### src/rtl/cart_map_pkg.sv
package cart_map_pkg;
  localparam int IDX_W       = 3;
  localparam int NREGS       = 1 << IDX_W;
  localparam int FIELD_W     = 3;
  localparam int NSLOTS      = 4;
  localparam int SLOT_OFS_W  = 10;
  localparam int SLOT_BANK_W = 5;
  localparam int CHR_AW      = SLOT_BANK_W + SLOT_OFS_W;

  localparam logic [15:0] DEC_MASK  = 16'hC101;
  localparam logic [15:0] SEL_MATCH = 16'h4100;
  localparam logic [15:0] DAT_M0    = 16'h4000;
  localparam logic [15:0] DAT_M1    = 16'h4001;
  localparam logic [15:0] DAT_M2    = 16'h4101;

  localparam int R_HI4  = 4;
  localparam int R_PRG  = 5;
  localparam int R_HI3  = 6;
  localparam int R_MODE = 7;

  typedef logic [FIELD_W-1:0] field_t;
  typedef field_t [NREGS-1:0] regbank_t;

  typedef enum logic [1:0] {MIR_HORZ, MIR_VERT, MIR_SPLIT1, MIR_ONE_A} mirror_e;
  typedef enum logic [1:0] {PORT_NONE, PORT_SEL, PORT_DATA} port_e;

  function automatic port_e decode_port(input logic [15:0] a);
    logic [15:0] m;
    m = a & DEC_MASK;
    if (m == SEL_MATCH) return PORT_SEL;
    if (m == DAT_M0 || m == DAT_M1 || m == DAT_M2) return PORT_DATA;
    return PORT_NONE;
  endfunction
endpackage

### src/rtl/cart_map_regs.sv
module cart_map_regs
  import cart_map_pkg::*;
(
  input  logic        clk,
  input  logic        rst_n,
  input  logic [15:0] cpu_addr,
  input  logic [7:0]  cpu_data,
  input  logic        cpu_wr,
  output regbank_t    regs
);
  port_e            hit;
  logic [IDX_W-1:0] idx;
  logic             unused_hi;

  assign hit       = decode_port(cpu_addr);
  assign unused_hi = ^cpu_data[7:FIELD_W];

  always_ff @(posedge clk or negedge rst_n) begin
    if (!rst_n) begin
      idx <= '0;
    end else if (cpu_wr && hit == PORT_SEL) begin
      idx <= cpu_data[IDX_W-1:0];
    end
  end

  always_ff @(posedge clk or negedge rst_n) begin
    if (!rst_n) begin
      regs <= '0;
    end else if (cpu_wr && hit == PORT_DATA) begin
      for (int i = 0; i < NREGS; i++) begin
        if (idx == IDX_W'(i)) begin
          regs[i] <= (i == R_HI3) ? {{(FIELD_W-1){1'b0}}, cpu_data[0]}
                                  : cpu_data[FIELD_W-1:0];
        end
      end
    end
  end

  // select port loads the index from the low data bits
  a_r2_sel_load: assert property (@(posedge clk) disable iff (!rst_n)
    (cpu_wr && hit == PORT_SEL) |=> idx == $past(cpu_data[IDX_W-1:0]));

  // nothing moves without a write strobe
  a_r3_hold_idle: assert property (@(posedge clk) disable iff (!rst_n)
    !cpu_wr |=> ($stable(regs) && $stable(idx)));

  // unmatched addresses leave state alone
  a_r3_ignore_other: assert property (@(posedge clk) disable iff (!rst_n)
    (cpu_wr && hit == PORT_NONE) |=> ($stable(regs) && $stable(idx)));

  // register 6 never carries more than its single bit
  a_r9_reg6_narrow: assert property (@(posedge clk) disable iff (!rst_n)
    regs[R_HI3][FIELD_W-1:1] == '0);

  for (genvar g = 0; g < NREGS; g++) begin : g_chk
    localparam field_t KEEP = (g == R_HI3) ? field_t'(1) : '1;
    // data write lands in the selected register, upper bits dropped
    a_r3_data_load: assert property (@(posedge clk) disable iff (!rst_n)
      (cpu_wr && hit == PORT_DATA && idx == IDX_W'(g))
        |=> regs[g] == ($past(cpu_data[FIELD_W-1:0]) & KEEP));
  end
endmodule

### src/rtl/cart_map_chr.sv
module cart_map_chr
  import cart_map_pkg::*;
(
  input  logic              clk,
  input  logic              rst_n,
  input  logic [13:0]       ppu_addr,
  input  regbank_t          regs,
  output logic [CHR_AW-1:0] chr_addr
);
  localparam int SLOT_W = $clog2(NSLOTS);

  logic [SLOT_BANK_W-1:0] lo_bank [NSLOTS];
  logic [SLOT_BANK_W-1:0] bank;
  logic [SLOT_W-1:0]      slot;
  logic                   simple;
  logic                   upper;
  logic                   unused_chr;

  assign slot   = ppu_addr[SLOT_OFS_W +: SLOT_W];
  assign upper  = ppu_addr[SLOT_OFS_W + SLOT_W];
  assign simple = regs[R_MODE][0];
  assign unused_chr = ^{regs[R_PRG], regs[R_MODE][FIELD_W-1:1],
                        regs[R_HI3][FIELD_W-1:1], ppu_addr[13]};

  for (genvar s = 0; s < NSLOTS; s++) begin : g_slot
    if (s == 0) begin : g_s0
      assign lo_bank[s] = {2'b00, regs[0]};
    end else if (s == NSLOTS - 1) begin : g_slast
      assign lo_bank[s] = {regs[R_HI4][s-1], regs[R_HI3][0], regs[s]};
    end else begin : g_smid
      assign lo_bank[s] = {regs[R_HI4][s-1], 1'b0, regs[s]};
    end
  end

  always_comb begin
    if (upper)       bank = {{(SLOT_BANK_W-SLOT_W){1'b1}}, slot};
    else if (simple) bank = {2'b00, regs[0]};
    else             bank = lo_bank[slot];
  end

  assign chr_addr = {bank, ppu_addr[SLOT_OFS_W-1:0]};

  // upper pattern window is pinned to the final 4KiB
  a_r6_fixed_top: assert property (@(posedge clk) disable iff (!rst_n)
    upper |-> (chr_addr[CHR_AW-1:SLOT_OFS_W+SLOT_W] == '1 &&
               chr_addr[SLOT_OFS_W+SLOT_W-1:0] == ppu_addr[SLOT_OFS_W+SLOT_W-1:0]));

  // slot 0 never leaves banks 0-7
  a_r5_slot0_low: assert property (@(posedge clk) disable iff (!rst_n)
    (!upper && slot == '0) |-> chr_addr[CHR_AW-1:CHR_AW-2] == 2'b00);

  // simple mode routes register 0 to every lower slot
  a_r7_simple_chr: assert property (@(posedge clk) disable iff (!rst_n)
    (simple && !upper) |-> chr_addr[CHR_AW-1:SLOT_OFS_W] == {2'b00, regs[0]});
endmodule

### src/rtl/cart_map_mirror.sv
module cart_map_mirror
  import cart_map_pkg::*;
(
  input  logic        clk,
  input  logic        rst_n,
  input  logic [13:0] ppu_addr,
  input  field_t      mode,
  output logic        ciram_a10
);
  mirror_e arr;
  logic    simple;
  logic    unused_mir;

  assign arr        = mirror_e'(mode[2:1]);
  assign simple     = mode[0];
  assign unused_mir = ^{ppu_addr[13:12], ppu_addr[9:0]};

  always_comb begin
    if (simple) begin
      ciram_a10 = ppu_addr[10];
    end else begin
      unique case (arr)
        MIR_HORZ:   ciram_a10 = ppu_addr[11];
        MIR_VERT:   ciram_a10 = ppu_addr[10];
        MIR_SPLIT1: ciram_a10 = ppu_addr[11] | ppu_addr[10];
        default:    ciram_a10 = 1'b0;
      endcase
    end
  end

  // simple mode always gives vertical arrangement
  a_r7_simple_vert: assert property (@(posedge clk) disable iff (!rst_n)
    simple |-> ciram_a10 == ppu_addr[10]);

  // single-screen pins the select low
  a_r8_one_screen: assert property (@(posedge clk) disable iff (!rst_n)
    (!simple && arr == MIR_ONE_A) |-> !ciram_a10);

  // split arrangement puts only the first quarter on page 0
  a_r8_split_first: assert property (@(posedge clk) disable iff (!rst_n)
    (!simple && arr == MIR_SPLIT1) |-> ciram_a10 == (ppu_addr[11:10] != 2'b00));
endmodule

### src/rtl/cart_bank_mapper.sv
module cart_bank_mapper
  import cart_map_pkg::*;
#(
  parameter int PRG_AW = 17
) (
  input  logic              clk,
  input  logic              rst_n,
  input  logic [15:0]       cpu_addr,
  input  logic [7:0]        cpu_data,
  input  logic              cpu_wr,
  input  logic [13:0]       ppu_addr,
  output logic [PRG_AW-1:0] prg_addr,
  output logic [14:0]       chr_addr,
  output logic              ciram_a10
);
  localparam int PRG_BANK_W = PRG_AW - 15;

  regbank_t regs;
  logic     unused_top;

  assign unused_top = ^{regs[R_PRG], cpu_addr[15]};

  cart_map_regs u_regs (
    .clk      (clk),
    .rst_n    (rst_n),
    .cpu_addr (cpu_addr),
    .cpu_data (cpu_data),
    .cpu_wr   (cpu_wr),
    .regs     (regs)
  );

  cart_map_chr u_chr (
    .clk      (clk),
    .rst_n    (rst_n),
    .ppu_addr (ppu_addr),
    .regs     (regs),
    .chr_addr (chr_addr)
  );

  cart_map_mirror u_mir (
    .clk       (clk),
    .rst_n     (rst_n),
    .ppu_addr  (ppu_addr),
    .mode      (regs[R_MODE]),
    .ciram_a10 (ciram_a10)
  );

  assign prg_addr = {regs[R_PRG][PRG_BANK_W-1:0], cpu_addr[14:0]};

  // the program bank only changes on a write cycle
  a_r4_prg_bank_stable: assert property (@(posedge clk) disable iff (!rst_n)
    !cpu_wr |=> $stable(prg_addr[PRG_AW-1:15]));
endmodule

### config.mk
export PLATFORM = sky130hd
export DESIGN_NAME = cart_bank_mapper
export DESIGN_NICKNAME = d
export VERILOG_FILES = /design/src/rtl/cart_map_pkg.sv /design/src/rtl/cart_map_regs.sv /design/src/rtl/cart_map_chr.sv /design/src/rtl/cart_map_mirror.sv /design/src/rtl/cart_bank_mapper.sv
export SDC_FILE = /design/constraint.sdc
export NUM_CORES = 1
export LEC_CHECK = 0
export ABC_AREA = 1
export BUFFER_PORTS_ARGS = -buffer_cell sky130_fd_sc_hd__buf_2
export CORE_ASPECT_RATIO = 1.4
export CORE_UTILIZATION = 30
export CTS_CLUSTER_DIAMETER = 150
export CTS_CLUSTER_SIZE = 12
export DETAILED_ROUTE_END_ITERATION = 12
export GPL_TIMING_DRIVEN = 0
export PLACE_DENSITY = 0.61
export SLEW_MARGIN = 20
export SYNTH_ARGS = -nofsm -noshare
export SYNTH_HDL_FRONTEND = slang
export SYNTH_HIERARCHICAL = 1
export SYNTH_SLANG_ARGS = --single-unit
### constraint.sdc
create_clock -name clk -period 1.19 [get_ports clk]
set_input_delay 0.1785 -clock clk [delete_from_list [all_inputs] [get_ports clk]]
set_output_delay 0.1785 -clock clk [all_outputs]
set_load 0.02 [all_outputs]
### After elaboration in Yosys (flattened, before gate mapping)

Cells that the tools add are included.

| cells by class | value |
|---|---|
| $lt $le $gt $ge | 1 |
| multiplexer cells | 14 |
| eq/ne operators | 15 |
| reduce and logical (&&, ||, !) cells | 14 |
| bitwise gates (word level) | 2 |

Operator list:

| cell | number |
|---|---|
| $mux W5 | 4 |
| $eq A4 B3 Y1 const B | 4 |
| $reduce_and A2 Y1 | 8 |
| $eq A3 B3 Y1 const B | 4 |
| $bmux W5 S2 | 1 |
| $mux W2 | 4 |
| $eq A3 B2 Y1 const B | 2 |
| $eq A2 B1 Y1 const B | 2 |
| $eq A2 B2 Y1 const B | 2 |
| $mux W1 | 4 |
| $eq A3 B1 Y1 const B | 1 |
| $ge A3 B3 Y1 const B | 1 |
| $logic_not A3 Y1 | 1 |
| $not A2 Y3 | 1 |
| $pmux W1 S3 | 1 |
| $logic_and A1 B1 Y1 | 2 |
| $logic_not A2 Y1 | 1 |
| $logic_or A1 B1 Y1 | 2 |
| $or A1 B1 Y1 | 1 |

| storage, ports and cells | value |
|---|---|
| output and inout port bits | 33 |
| register bits after elaboration | 24 |
| input bits | 41 |
| word-level logic and storage cells | 55 |

### Logic depth before layout (Yosys ltp)

Gate-level depths: netlist (run 1).

| logic depth | value |
|---|---|
| depth in word-level cells | 10 |
| mapped depth | 7 |
| gate-level depth less buffers | 6 |

### By module

The synthesis (run 1) kept the hierarchy.

Modules (own cells, without submodules):

| module | cells an instance | seq. area each (um2) | instances | area each (um2) |
|---|---|---|---|---|
| cart_map_regs | 138 | 625.6 | 1 | 1103.6 |
| cart_map_chr | 56 | 0.0 | 1 | 304.0 |
| cart_bank_mapper | 15 | 0.0 | 1 | 112.6 |
| cart_map_mirror | 11 | 0.0 | 1 | 41.3 |

### Least setup slack after synthesis (run 1)

OpenSTA, ideal clock, no wires.

| timing path | value |
|---|---|
| kind | register -> output |
| start | register u_regs/regs[21] (netlist bit) |
| end | output port chr_addr[10] |
| path buffers | 0 |
| arrival time | 0.914 ns |
| path slack | 0.097 ns |
| cell stages (with the launch flop) | 6 |
| data required time | 1.012 ns |
| cell sequence | dfrtp_1 -> inv_2 -> o21ai_1 -> nand2_1 -> nand2_1 -> a21oi_2 |

| between the ends | value |
|---|---|
| longest elaborated chain between the ends | 2 |

Ends and longest elaborated chain:

| element | RTL line | source |
|---|---|---|
| from (decl) | cart_map_regs.sv:9 | `output regbank_t regs` |
| from (signal, indexed assignment) | cart_map_regs.sv:32 | `regs[i] <= (i == R_HI3) ? {{(FIELD_W-1){1'b0}}, cpu_data[0]}` |
| $mux W5 | cart_map_chr.sv:37 | `else if (simple) bank = {2'b00, regs[0]};` |
| $mux W5 | cart_map_chr.sv:36 | `if (upper) bank = {{(SLOT_BANK_W-SLOT_W){1'b1}}, slot};` |
| to (decl) | cart_bank_mapper.sv:13 | `output logic [14:0] chr_addr,` |

Every way passes these cells.

### Final worst setup path (run 1)

| timing path | value |
|---|---|
| start | register u_regs/regs[21] (netlist bit) |
| end | output port chr_addr[14] |

The elaborated chain is that of the path after synthesis.

==> out/results.ini, run 1 <==
[route]
vias_per_cell=4.438
num_vias=1460
post_drt_wl_per_cell_um=9.973
routed_wl_um=3281
dr.pass1.iters=4
drt_iter0_markers=38
ant_nets=0
drc=0

[cells_and_area]
area_delta_synth_final_pct=33.50
diodes=0
drive_gt1_frac=0.4038
fin_util=0.4150
nets=307

[clocking]
numCtsBuffers=3
cts_tree=built
clk_pin_slew_ns=0.08
cts_sinks=24
clock-root-buffer=clkbuf_8
htreeDepth=1
insertion_delay_ns=0.26
clockBufferDepth=2

[logic_synthesis]
synth_area_mm2=0.001505
synthesis.instances=213
ys.warnings.count=6
syn_area_per_cell_um2=7.067
synthesis.nets=254

[pwr]
pwr_density_cell_mw_per_mm2=1274
leakagePower_nw=1.096
power_w=0.002561
vdd_drop_max_mv=0.6656

[floorplanning]
die_h_um=85.81
coreArea_mm2=0.004842
die_x_um=61.87
ios=74
rows=30
start_util=0.3109
die_area_mm2=0.005309

[critical_path]
crit_chain=inv_2 -> buf_4 -> o2111ai_1 -> nand2_1 -> buf_6
worst-setup-path-type=flop to primary output
critPathArrivalTime_ns=1.23
crit_path_max_fanout=4
cp.required_ns=1.01
end_kind=primary output
slowest_stage=dfrtp_2
start_kind=flop
slowest_delay_ns=0.45

[global_routing]
grt_pass1_wl_um=5216
grt_use_met1=0.1641
grtUsageMet3=0.01508
grt-busiest-layer=met2
grt_pass1_vias=1230
antenna_found_initial=0
grt_max_degree=25
grt_use_met2=0.2160
grt_overflow_total=0
grt_usage=0.1282

[sta]
timing.slew.headroom=0.6595
period_share=1.187
period_needed_ns=1.413
worstMarginPinSlew_ns=0.5108
rsz0062_at_grt=true
hold_viol_final=0
layout_setup_ws_ns=-0.2231
fin_skew_ns=0.001600
setup_viol_count_final=6
final_max_slew_viol_count=0
finalSetupTns_ns=-1.118
fmax_ghz=0.7077
whs_ns=0.2208

[flow_run]
maxCapViolations=0

[placement]
gp_congestion=0.7635
hpwl_um=2542
io_buffers=42

[outcome]
status=finished, violations left
failed_checks=setup timing

[worst_hold_path]
worstHoldPathType=primary input to flop

## final timing paths
| kind | startpoint | to | slack (ns) | cells past startpoint |
|---|---|---|---|---|
| worst max-delay path | u_regs/regs[21]$_DFFE_PN0P_ | chr_addr[14] | -0.22 | 5 |
| worst min-delay path | cpu_addr[0] | u_regs/idx[2]$_DFFE_PN0P_ | 0.22 | 4 |
| worst max register to register | u_regs/idx[2]$_DFFE_PN0P_ | u_regs/regs[13]$_DFFE_PN0P_ | 0.01 | 5 |
| worst min register to register | u_regs/regs[7]$_DFFE_PN0P_ | u_regs/regs[7]$_DFFE_PN0P_ | 0.48 | 2 |
| max in group asynchronous | rst_n | u_regs/idx[0]$_DFFE_PN0P_ | 0.39 | 2 |
| min in group asynchronous | rst_n | u_regs/regs[12]$_DFFE_PN0P_ | 0.42 | 2 |
## per-layer routing
metal	vias to the layer above	routed length [um]
met5	-	0
met4	0	39
met3	4	164
met2	50	1682
met1	666	1395
li1	740	-
## power breakdown
part,switching (W),internal [W]
Sequential,0.000167,0.00101
Clock,0.000239,0.000294
Combinational,0.000482,0.000371
## layout make-up
class                      instances  area (um^2)
inverter                          18        73.82
tap                               64        80.08
buffer                            33        236.5
multi-input combinational        138        663.1
sequential                        24        605.6
fill                             522         2833
clock buffer                       4        55.05
timing repair buffer              48        295.3
## worst max-delay path: cells and delay by family, from the launching register on
kind / cells / cell delay (ns)
and+or+nand+nor: 1 / 0.09
DFF: 1 / 0.45
buffers and inverters: 3 / 0.33
AOI/OAI and AO/OA: 1 / 0.11
## registers in the layout (all words and copies together), names as in the netlist
| name | count |
|---|---|
| u_regs/regs | 21 |
| u_regs/idx | 3 |
## stage by stage
step           std cells  setup WS (ns)  area [um^2]
4_1_cts              328        -0.2148         1942
3_3_place_gp         319       -0.04976         1795
5_1_grt              329        -0.2985         2009
3_5_place_dp         319       -0.06859         1795
6_report             329        -0.2231         2009
2_1_floorplan        213        0.09708         1505
## repair_timing
item,4_1_cts,5_1_grt
pin swaps,4,5
resized for setup,17,19
buffers inserted,4,1
hold buffers,1,0
setup endpoints to repair,9,26
hold endpoints to repair,24,0
gates cloned,0,0
## placed cells by master, fill, tap and decap left out
cell	instances
a21oi_1	1
a21oi_2	3
buf_2	39
buf_4	30
buf_6	8
clkbuf_1	3
clkbuf_8	4
clkinv_2	1
dfrtp_1	20
dfrtp_2	4
dlygate4sd3_1	1
inv_1	13
inv_2	2
inv_4	2
nand2_1	82
nand2_2	3
nand3_1	30
nand3_2	1
nand3b_1	2
nor2_1	3
nor2_2	4
nor2_4	3
nor3_4	2
o2111ai_1	1
o21ai_1	2
o21ai_2	1
(Power assumes the default switching activity.)
==> inputs of run 2 (changes only) <==
--- a/config.mk
+++ b/config.mk
@@ -12,7 +12,7 @@
 export CTS_CLUSTER_DIAMETER = 150
 export CTS_CLUSTER_SIZE = 12
 export DETAILED_ROUTE_END_ITERATION = 12
-export GPL_TIMING_DRIVEN = 0
+export GPL_TIMING_DRIVEN = 1
 export PLACE_DENSITY = 0.61
 export SLEW_MARGIN = 20
 export SYNTH_ARGS = -nofsm -noshare
==> run 2 against run 1 <==
  * The run still ends with setup timing left
  * First-iteration DRC count rose by 100%
  * Clock skew barely moved
  * Combinational power fell by 20%
  * Design area fell by 18%
  * Clock power fell by 15%
  * Sequential share of layout area rose by 6.4 points
  * Global-route usage rose by 0.31 points
  * Routed wire length fell by 11%
  * Core utilization fell by 7.3 points
  * Largest power group unchanged
==> out/results.ini, run 2 (synthesized netlist as in run 1, its figures left out) <==
[critical_path]
timing.rr.start=u_regs/idx[1]$_DFFE_PN0P_
r2r_cells=6
crit_path_max_fanout=5
critPathArrivalTime_ns=1.22
rrSetupSlack_ns=0.07
reg2reg_to=u_regs/regs[4]$_DFFE_PN0P_
crit_path_start=u_regs/regs[21]$_DFFE_PN0P_
worst-setup-path-type=flop to primary output
cp.required_ns=1.01
end_kind=primary output
crit_end=chr_addr[10]
start_kind=flop

[placement]
post-place-ws_ns=0.02451
gp_congestion=0.7406
hpwl_um=2231
io_buffers=23
placed_area_mm2=0.001536

[pwr]
leakagePower_nw=0.8806
vdd_drop_max_mv=0.3752
pwr_density_cell_mw_per_mm2=1383

[sta]
period_needed_ns=1.401
rsz0062_at_grt=true
hold_viol_final=0
final_max_slew_viol_count=0
timing.slew.headroom=0.6457
layout_setup_ws_ns=-0.2110
fin_skew_ns=0.001853
fmax_ghz=0.7138
worstMarginPinSlew_ns=0.5315
period_share=1.177
setup_viol_count_final=6

[clocking]
clk_pin_slew_ns=0.08
clock-root-buffer=clkbuf_8
clockBufferDepth=2
numCtsBuffers=3
cts_tree=built
cts_sinks=24
htreeDepth=1
insertion_delay_ns=0.26

[cells_and_area]
area_delta_synth_final_pct=9.975
drive_gt1_frac=0.2372
diodes=0
final_common_cell=nand2_1
final_cell_area_mm2=0.001655
largest_register=u_regs/regs
fillers=534
largest_register_ffs=21
nets=258
mostFrequentLayoutCells=84 x nand2_1, 31 x nand3_1, 21 x dfrtp_1, 17 x buf_2, 15 x inv_1
top_regs=u_regs/regs: 21 flops, u_regs/idx: 3 flops

[floorplanning]
ios=74
die_x_um=61.87
die_area_mm2=0.005309
die_h_um=85.81
start_util=0.3109
coreArea_mm2=0.004842
rows=30

[global_routing]
grt_max_degree=30
grt_usage=0.1314
grt_pass1_wl_um=5278
grt_pass1_vias=1216
antenna_found_initial=0
grt_overflow_total=0

[outcome]
failed_checks=setup timing
status=finished, violations left

[route]
num_vias=1239
drc=0
drt_iter0_markers=76
dr.pass1.iters=4
post_drt_wl_per_cell_um=10.42
routed_wl_um=2908
vias_per_cell=4.441
ant_nets=0

[flow_run]
maxCapViolations=0

[worst_hold_path]
hold_start=cpu_data[2]
worstHoldPathType=primary input to flop

-- run 2: cell types whose count changed in the layout (fill, tap and decap cells not counted), sizes merged --
cell	previous run	this run
buf	77	31
clkbuf	7	3
-- run 2: timing repair --
item                                    in CTS  in global routing
endpoints found under the setup margin       6                 17
buffers inserted                             0                  0
resized for setup                           14                  8
hold buffers                                 1                  0
hold endpoints to repair                    24                  0
pin swaps                                    1                  3
-- run 2: layer usage --
layer,part of all wire,routed length (um),GRT usage
met1,0.43,1240,0.1624
met2,0.51,1478,0.2229
met5,0,0,0
met4,0.0065,19,0.04444
met3,0.058,170,0.02413
-- run 2: layout make-up --
type,count,area [um^2],area share
multi-input cells,138,624.3,0.3772
flip-flops and latches,24,604.3,0.3651
well taps,64,80.08,0.04837
clock buffers,3,41.29,0.02494
inverters,18,73.82,0.04460
repair buffers,32,231.5,0.1398
-- run 2: worst min path at each step --
stage / to / slack (ns) / depth (start not counted)
2_1_floorplan: u_regs/idx[0]$_DFFE_PN0P_ / -0.12 / 0
4_1_cts: u_regs/regs[5]$_DFFE_PN0P_ / 0.25 / 3
3_5_place_dp: u_regs/regs[13]$_DFFE_PN0P_ / 0.19 / 1
6_report: u_regs/regs[14]$_DFFE_PN0P_ / 0.25 / 3
5_1_grt: u_regs/regs[14]$_DFFE_PN0P_ / 0.25 / 3
3_3_place_gp: u_regs/regs[0]$_DFFE_PN0P_ / 0.19 / 1
-- run 2: worst max-delay path, cell delays in order, from the launching register on --
cell and delay, ns:
dfrtp_2 0.46, inv_4 0.09, o21ai_2 0.06, nand2_1 0.06
nand2_1 0.05, a21oi_2 0.10, buf_4 0.14
-- run 2: stage by stage --
step / cells / util / hold slack (ns) / TNS (ns) / power [W]
2_1_floorplan: 213 / - / -0.1171 / 0 / 0.001668
3_3_place_gp: 275 / 0.3173 / 0.1855 / 0 / 0.001772
3_5_place_dp: 275 / 0.3173 / 0.1878 / 0 / 0.001786
4_1_cts: 279 / 0.3367 / 0.2477 / -1.030 / 0.002293
5_1_grt: 279 / 0.3419 / 0.2536 / -1.539 / 0.002481
6_report: 279 / 0.3419 / 0.2497 / -0.9470 / 0.002289
-- run 2: power breakdown --
group          leakage, nW  total (W)  internal [W]  switching (W)
registers            0.313    0.00116       0.00101       0.000150
logic                0.546   0.000678      0.000290       0.000388
clock network       0.0216   0.000453      0.000226       0.000228
